<file path="config.mk">
export PLATFORM = sky130hd
export DESIGN_NAME = sbuf_dma_seq
export DESIGN_NICKNAME = d
export VERILOG_FILES = /design/src/rtl/sbuf_pkg.sv /design/src/rtl/sbuf_ram.sv /design/src/rtl/sbuf_bus_port.sv /design/src/rtl/sbuf_dma_seq.sv
export SDC_FILE = /design/constraint.sdc
export NUM_CORES = 2
export LEC_CHECK = 0
export BUFFER_PORTS_ARGS = -buffer_cell sky130_fd_sc_hd__buf_2
export CORE_MARGIN = 2
export CORE_UTILIZATION = 60
export DETAILED_ROUTE_END_ITERATION = 10
export HOLD_SLACK_MARGIN = 0.03
export PLACE_DENSITY = 0.75
export SLEW_MARGIN = 40
export SYNTH_ARGS = -nofsm -noshare
export SYNTH_HDL_FRONTEND = slang
export SYNTH_SLANG_ARGS = --single-unit
</file>
<file path="constraint.sdc">
create_clock -name clk -period 3.95 [get_ports clk]
set_clock_uncertainty 0.15 [all_clocks]
set_input_delay 0.1975 -clock clk [delete_from_list [all_inputs] [get_ports clk]]
set_output_delay 0.1975 -clock clk [all_outputs]
set_load 0.02 [all_outputs]
</file>
<file path="src/rtl/sbuf_pkg.sv">
package sbuf_pkg;

    // Control register bit positions
    localparam int CSR_GO   = 0;
    localparam int CSR_DONE = 5;
    localparam int CSR_IE   = 6;
    localparam int CSR_TR   = 7;
    localparam int CSR_DEN  = 8;
    localparam int CSR_XLO  = 12;
    localparam int CSR_ERR  = 15;

    // Status word bit positions
    localparam int STS_WCOVF = 10;
    localparam int STS_NXM   = 11;

    // Function codes
    localparam logic [2:0] FN_FILL  = 3'b000;
    localparam logic [2:0] FN_EMPTY = 3'b001;

    typedef enum logic [2:0] {
        ST_IDLE,
        ST_WC,
        ST_GAP,
        ST_BA,
        ST_CHK,
        ST_XFER,
        ST_PAD
    } seq_st_e;

    typedef struct packed {
        logic ovf;
        logic nxm;
    } fault_t;

    function automatic logic [15:0] status_word(fault_t f);
        logic [15:0] s;
        s = '0;
        s[STS_WCOVF] = f.ovf;
        s[STS_NXM]   = f.nxm;
        return s;
    endfunction

    function automatic logic fn_known(logic [2:0] fn);
        return (fn == FN_FILL) || (fn == FN_EMPTY);
    endfunction

endpackage

</file>
<file path="src/rtl/sbuf_ram.sv">
module sbuf_ram #(
    parameter int DEPTH = 128,
    parameter int DW    = 16,
    localparam int IW   = $clog2(DEPTH)
) (
    input  logic          clk,
    input  logic          we,
    input  logic [IW-1:0] waddr,
    input  logic [DW-1:0] wdata,
    input  logic [IW-1:0] raddr,
    output logic [DW-1:0] rdata
);
    logic [DW-1:0] store [DEPTH];

    always_ff @(posedge clk) begin
        if (we) store[waddr] <= wdata;
    end

    assign rdata = store[raddr];
endmodule

</file>
<file path="src/rtl/sbuf_bus_port.sv">
module sbuf_bus_port #(
    parameter int AW  = 18,
    parameter int DW  = 16,
    parameter int TMO = 64,
    localparam int TW = $clog2(TMO + 1)
) (
    input  logic          clk,
    input  logic          rst,
    input  logic          active,
    input  logic          wr,
    input  logic [AW-1:0] addr,
    input  logic [DW-1:0] wdata,
    output logic          mem_req,
    output logic          mem_we,
    output logic [AW-1:0] mem_addr,
    output logic [DW-1:0] mem_wdata,
    input  logic          mem_ack,
    output logic          hit,
    output logic          tmo
);
    logic [TW-1:0] wait_cnt;

    assign mem_req   = active;
    assign mem_we    = active & wr;
    assign mem_addr  = addr;
    assign mem_wdata = wdata;
    assign hit       = active & mem_ack;
    assign tmo       = active & ~mem_ack & (wait_cnt == TW'(TMO - 1));

    always_ff @(posedge clk) begin
        if (rst || !active || mem_ack || tmo) wait_cnt <= '0;
        else                                  wait_cnt <= wait_cnt + TW'(1);
    end
endmodule

</file>
<file path="src/rtl/sbuf_dma_seq.sv">
module sbuf_dma_seq
    import sbuf_pkg::*;
#(
    parameter int WORDS_SD = 64,
    parameter int WORDS_DD = 128,
    parameter int TMO_CYC  = 64
) (
    input  logic        clk,
    input  logic        rst,
    input  logic        csr_we,
    input  logic [15:0] csr_wdata,
    output logic [15:0] csr_q,
    input  logic        dr_we,
    input  logic [15:0] dr_wdata,
    output logic [15:0] dr_q,
    output logic        irq,
    output logic        mem_req,
    output logic        mem_we,
    output logic [17:0] mem_addr,
    output logic [15:0] mem_wdata,
    input  logic        mem_ack,
    input  logic [15:0] mem_rdata
);
    localparam int DEPTH = (WORDS_DD > WORDS_SD) ? WORDS_DD : WORDS_SD;
    localparam int IW    = $clog2(DEPTH);
    localparam int CW    = IW + 1;
    localparam logic [CW-1:0] LIM_SD = CW'(WORDS_SD);
    localparam logic [CW-1:0] LIM_DD = CW'(WORDS_DD);

    seq_st_e       st;
    logic          done_q, tr_q, err_q, ie_q, dens_q;
    logic [2:0]    fn_q;
    logic [1:0]    ext_q;
    logic [15:0]   wc_q;
    logic [17:0]   addr_q;
    logic [IW-1:0] idx_q;
    logic [15:0]   dr_r;

    logic [CW-1:0] limit, nxt_cnt;
    logic          is_fill, over, go_pad, fin;
    fault_t        flt;
    logic          ram_we;
    logic [15:0]   ram_wd, ram_rd;
    logic          bus_ack, bus_tmo;
    logic          unused_bits;

    assign unused_bits = ^{csr_wdata[15:14], csr_wdata[11:9], csr_wdata[4]};

    assign limit   = dens_q ? LIM_DD : LIM_SD;
    assign nxt_cnt = {1'b0, idx_q} + CW'(1);
    assign is_fill = (fn_q == FN_FILL);
    assign over    = (wc_q > {{(16 - CW){1'b0}}, limit});
    assign go_pad  = is_fill && (nxt_cnt < limit);

    // Completion decode
    always_comb begin
        fin = 1'b0;
        flt = '0;
        unique case (st)
            ST_CHK: begin
                if (over) begin
                    fin     = 1'b1;
                    flt.ovf = 1'b1;
                end else if (wc_q == 16'd0 && !is_fill) begin
                    fin = 1'b1;
                end
            end
            ST_XFER: begin
                if (bus_tmo) begin
                    fin     = 1'b1;
                    flt.nxm = 1'b1;
                end else if (bus_ack && wc_q == 16'd1 && !go_pad) begin
                    fin = 1'b1;
                end
            end
            ST_PAD: fin = (nxt_cnt == limit);
            default: fin = 1'b0;
        endcase
    end

    assign ram_we = (st == ST_XFER && is_fill && bus_ack) || (st == ST_PAD);
    assign ram_wd = (st == ST_PAD) ? 16'd0 : mem_rdata;

    sbuf_ram #(.DEPTH(DEPTH), .DW(16)) u_ram (
        .clk   (clk),
        .we    (ram_we),
        .waddr (idx_q),
        .wdata (ram_wd),
        .raddr (idx_q),
        .rdata (ram_rd)
    );

    sbuf_bus_port #(.AW(18), .DW(16), .TMO(TMO_CYC)) u_bus (
        .clk       (clk),
        .rst       (rst),
        .active    (st == ST_XFER),
        .wr        (!is_fill),
        .addr      (addr_q),
        .wdata     (ram_rd),
        .mem_req   (mem_req),
        .mem_we    (mem_we),
        .mem_addr  (mem_addr),
        .mem_wdata (mem_wdata),
        .mem_ack   (mem_ack),
        .hit       (bus_ack),
        .tmo       (bus_tmo)
    );

    always_ff @(posedge clk) begin
        if (rst) begin
            st     <= ST_IDLE;
            done_q <= 1'b1;
            tr_q   <= 1'b0;
            err_q  <= 1'b0;
            ie_q   <= 1'b0;
            dens_q <= 1'b0;
            fn_q   <= FN_FILL;
            ext_q  <= 2'd0;
            wc_q   <= 16'd0;
            addr_q <= 18'd0;
            idx_q  <= '0;
            dr_r   <= 16'd0;
        end else begin
            if (csr_we) ie_q <= csr_wdata[CSR_IE];

            if (fin) begin
                st     <= ST_IDLE;
                done_q <= 1'b1;
                err_q  <= flt.ovf | flt.nxm;
                dr_r   <= status_word(flt);
            end else begin
                unique case (st)
                    ST_IDLE: begin
                        if (csr_we) begin
                            fn_q   <= csr_wdata[3:1];
                            dens_q <= csr_wdata[CSR_DEN];
                            ext_q  <= csr_wdata[CSR_XLO +: 2];
                            if (csr_wdata[CSR_GO] && fn_known(csr_wdata[3:1])) begin
                                done_q <= 1'b0;
                                err_q  <= 1'b0;
                                tr_q   <= 1'b1;
                                st     <= ST_WC;
                            end
                        end
                    end
                    ST_WC: begin
                        if (dr_we) begin
                            wc_q <= dr_wdata;
                            tr_q <= 1'b0;
                            st   <= ST_GAP;
                        end
                    end
                    ST_GAP: begin
                        tr_q <= 1'b1;
                        st   <= ST_BA;
                    end
                    ST_BA: begin
                        if (dr_we) begin
                            addr_q <= {ext_q, dr_wdata};
                            tr_q   <= 1'b0;
                            idx_q  <= '0;
                            st     <= ST_CHK;
                        end
                    end
                    ST_CHK: begin
                        st <= (wc_q == 16'd0) ? ST_PAD : ST_XFER;
                    end
                    ST_XFER: begin
                        if (bus_ack) begin
                            wc_q   <= wc_q - 16'd1;
                            addr_q <= addr_q + 18'd2;
                            idx_q  <= idx_q + IW'(1);
                            if (wc_q == 16'd1) st <= ST_PAD;
                        end
                    end
                    ST_PAD: begin
                        idx_q <= idx_q + IW'(1);
                    end
                    default: st <= ST_IDLE;
                endcase
            end
        end
    end

    assign csr_q = {err_q, 1'b0, ext_q, 3'b000, dens_q, tr_q, ie_q, done_q,
                    1'b0, fn_q, 1'b0};
    assign dr_q  = dr_r;
    assign irq   = done_q & ie_q;

endmodule

</file>
==> impl_metrics.py <==
metrics = {
    "run_status": {
        "status": "complete, but fails checks",
        "violations": "setup timing",
    },
    "cells_and_area": {
        "nets": 4501,
        "syn_to_final_growth_pct": 16.5,
        "drive_gt1_share_pct": 30.8,
        "postLayoutCellArea_sq_um": 95800,
        "final_util_pct": 70.6,
    },
    "setup_path": {
        "path_buf_inv": 6,
        "crit_type": "flip-flop to output port",
        "crit_path_max_incr_delay_ns": 0.52,
        "crit_slowest_cell": "mux4_2",
        "r2r_start": "st[0]$_SDFFE_PP0P_",
        "path_cells": "buf_12 > buf_16 > buf_16 > buf_8 > buf_6 > mux4_2 > o21ai_4 > a211oi_4 > o211ai_1 > nand4_1 > buf_4",
        "cp_max_fo": 7,
        "crit_arrival_ns": 3.70,
        "crit_path_frequent_cell": "buf_16",
        "cp-end-kind": "output port",
        "required_ns": 3.60,
        "critPathTopFamily": "buffers and inverters",
        "start_kind": "flip-flop",
    },
    "routing": {
        "wl_per_cell_um": 32.2,
        "vias": 43300,
        "first_pass_iters": 5,
        "drt_wl_total_um": 205000,
        "drc": 0,
        "vias_per_cell": 6.79,
        "drt_first_iter_violations": 6078,
        "postRouteAntennaNets": 0,
    },
    "yosys": {
        "syn_inst": 3936,
        "synthAdderAreaFrac_pct": 0.152,
        "synth_compound_area_share_pct": 3.25,
        "syn_area_sq_um": 82200,
        "yosysWarnings": 0,
        "yosysSeqAreaShare_pct": 76.5,
        "synth_top_family_by_area": "multiplexers",
        "synth_edf_count": 2048,
        "ys_ff_latch": 2118,
        "yosys.area_share.simple_pct": 2.79,
        "synth.distinct_cells": 83,
        "synthFlopType": "edfxtp_1",
        "synthXorXnorAreaFrac_pct": 0.0852,
        "syn_area_per_cell_sq_um": 20.9,
        "synth_mux_area_share_pct": 15.7,
        "async_reset_ff_share_pct": 0,
    },
    "global_route": {
        "grt_max_degree": 129,
        "grt_pass1_vias": 42800,
        "track_usage_pct": 29.2,
        "grt_antenna_before_repair": 3,
        "grt_overflow": 0,
        "grt_pass1_wl_um": 293000,
    },
    "timing": {
        "max_freq_ghz": 0.247,
        "slew_headroom_pct": 42.7,
        "fin_tns_setup_ns": -0.297,
        "finalWorstSetupSlack_ns": -0.0942,
        "min_period_ns": 4.04,
        "rsz0062_at_grt": "yes",
        "fin_crit_sh_pct": 102,
        "drv_slew": 0,
        "worstMarginPinSlew_ns": 0.859,
        "timing.final.hold_violations": 0,
        "setup_viol": 5,
    },
    "die": {
        "start_util_pct": 60.6,
        "die_w_um": 374,
        "rows": 135,
        "fp.coreArea_sq_um": 136000,
        "io-pin-count": 122,
        "dieArea_sq_um": 140000,
        "fp.dieH_um": 374,
    },
    "cts": {
        "clock_path_buffers": 3,
        "insertion_delay_ns": 0.83,
        "cts-root-buf": "clkbuf_16",
        "cts_buffers": 198,
        "cts_tree": "yes",
        "clkTransAtPathRegs_ns": 0.07,
        "htree_levels": 4,
        "cts_sinks": 2118,
    },
    "place": {
        "routabilityCongestion": 0.855,
        "dp_hpwl_um": 115000,
        "place_worst_setup_slack_ns": 0.498,
        "place_area_sq_um": 86800,
        "io_buffers": 93,
    },
    "run": {
        "cap_violations": 0,
    },
    "pwr": {
        "leakagePower_nw": 29.5,
        "power.density_nw_per_um2": 467,
        "power_mw": 44.7,
        "ir_drop_v": 0.000442,
    },
    "min_path": {
        "min_from": "dr_wdata[2]",
        "hold_class": "primary input to flip-flop",
    },
}
==> synth_stat cells (4+ instances only) <==
master / instances / area share [%]
o31ai_1: 20 / 0.18
o211ai_1: 32 / 0.29
a31oi_1: 5 / 0.038
buf_6: 7 / 0.096
nand4_1: 24 / 0.18
nor2_1: 196 / 0.90
nor4_1: 21 / 0.16
buf_1: 43 / 0.20
nand3b_1: 4 / 0.037
a21oi_1: 49 / 0.30
inv_1: 10 / 0.046
nand3_1: 20 / 0.12
nor3_1: 13 / 0.079
and2_1: 21 / 0.16
ha_1: 10 / 0.15
mux4_2: 512 / 14
a21o_1: 4 / 0.037
o311ai_0: 14 / 0.15
dfxtp_1: 70 / 1.7
buf_4: 27 / 0.25
clkbuf_1: 112 / 0.51
mux2i_1: 136 / 1.7
o32ai_1: 4 / 0.043
or4_1: 4 / 0.037
xnor2_1: 5 / 0.053
buf_2: 59 / 0.36
nor2b_1: 15 / 0.11
edfxtp_1: 2048 / 75
or3_1: 5 / 0.038
nand2_1: 140 / 0.64
o21ai_0: 78 / 0.47
a22o_1: 10 / 0.11
a22oi_1: 16 / 0.15
a211oi_1: 51 / 0.47
o22ai_1: 81 / 0.62
==> flip-flops by register name (all words and copies together) (netlist names), named ones only <==
name,flops
st,3
addr_q,18
dens_q,1
ext_q,2
tr_q,1
dr_q,2
ie_q,1
u_ram.store,2048
wc_q,16
u_bus.wait_cnt,7
err_q,1
done_q,1
fn_q,3
idx_q,7
==> report_power, final <==
part / internal, mW / leakage [nW] / switching, mW / total [mW]
Combinational: 0.371 / 7.43 / 0.825 / 1.20
Sequential: 24.6 / 19.0 / 0.0789 / 24.7
Clock: 10.5 / 3.09 / 8.24 / 18.8
Total: 35.5 / 29.5 / 9.14 / 44.7
==> final timing paths <==
| kind | endpoint | slack [ns] | cells after the start |
|---|---|---|---|
| worst max-delay path | mem_wdata[15] | -0.09 | 11 |
| worst min register to register | u_bus.wait_cnt[6]$_SDFF_PP0_ | 0.29 | 1 |
| worst max register to register | addr_q[2]$_SDFFE_PP0P_ | 0.17 | 8 |
| worst min-delay path | wc_q[2]$_SDFFE_PP0P_ | 0.14 | 4 |
==> final cells by class <==
type,instances,area [sq um]
clock inverter,110,1120
inverter,11,41.3
sequential,2118,62900
fill,7652,39900
multi-input combinational,1578,19000
clock buffer,249,5230
antenna,1,2.50
timing repair buffer,531,5230
tap,1781,2230
==> cells in the final DEF (no fill, tap or decap), types with 24 or more instances in the layout <==
cell	instances
nor2_1	196
o22ai_1	70
nand2_1	128
mux2i_2	26
clkbuf_16	203
buf_4	274
edfxtp_1	2048
nand4_1	24
clkinv_1	34
clkinv_2	35
o21ai_0	68
mux4_2	512
dfxtp_1	64
buf_2	83
a211oi_2	28
dlygate4sd3_1	74
buf_12	56
a21oi_1	49
o211ai_1	32
mux2i_1	90
clkbuf_1	44
==> worst min-delay path, stage by stage <==
cell and delay [ns]:
dlygate4sd3_1 0.53, buf_2 0.14, a21oi_1 0.13, o31ai_1 0.07
==> through the flow <==
step	cells	hold WS, ns
detailed placement	5881	0.285
floorplan	3955	0.124
global placement	5880	0.277
finish	6379	0.138
global route	6378	0.133
CTS	6341	0.0824
==> cell families (layout without fill, tap and decap cells) <==
family | Yosys count | in the layout
and+or+nand+nor | 492 | 492
adders and majority gates | 10 | 10
other | 1 | 21
DFF | 2118 | 2118
xor gates and xnor gates | 8 | 8
AOI/OAI and AO/OA | 397 | 397
buffers and inverters | 259 | 901
muxes | 651 | 651
==> routing by layer <==
| layer | global-route usage (%) | wire (um) | vias up |
|---|---|---|---|
| met3 | 6.87 | 22800 | 410 |
| met4 | 10.7 | 7110 | 4 |
| met5 | 0 | 24 | - |
| met1 | 40.3 | 75000 | 22500 |
| met2 | 46.3 | 100000 | 2930 |
| li1 | - | - | 17400 |
==> what timing repair did <==
| item | 4_1_cts | 5_1_grt |
|---|---|---|
| pin swaps | 27 | 26 |
| gates cloned | 8 | 4 |
| buffers inserted | 23 | 31 |
| gates resized for setup | 135 | 90 |
| setup endpoints to repair | 16 | 18 |
| hold endpoints to repair | 1132 | 0 |
| hold buffers | 74 | 0 |
(Power assumes the default switching activity.)
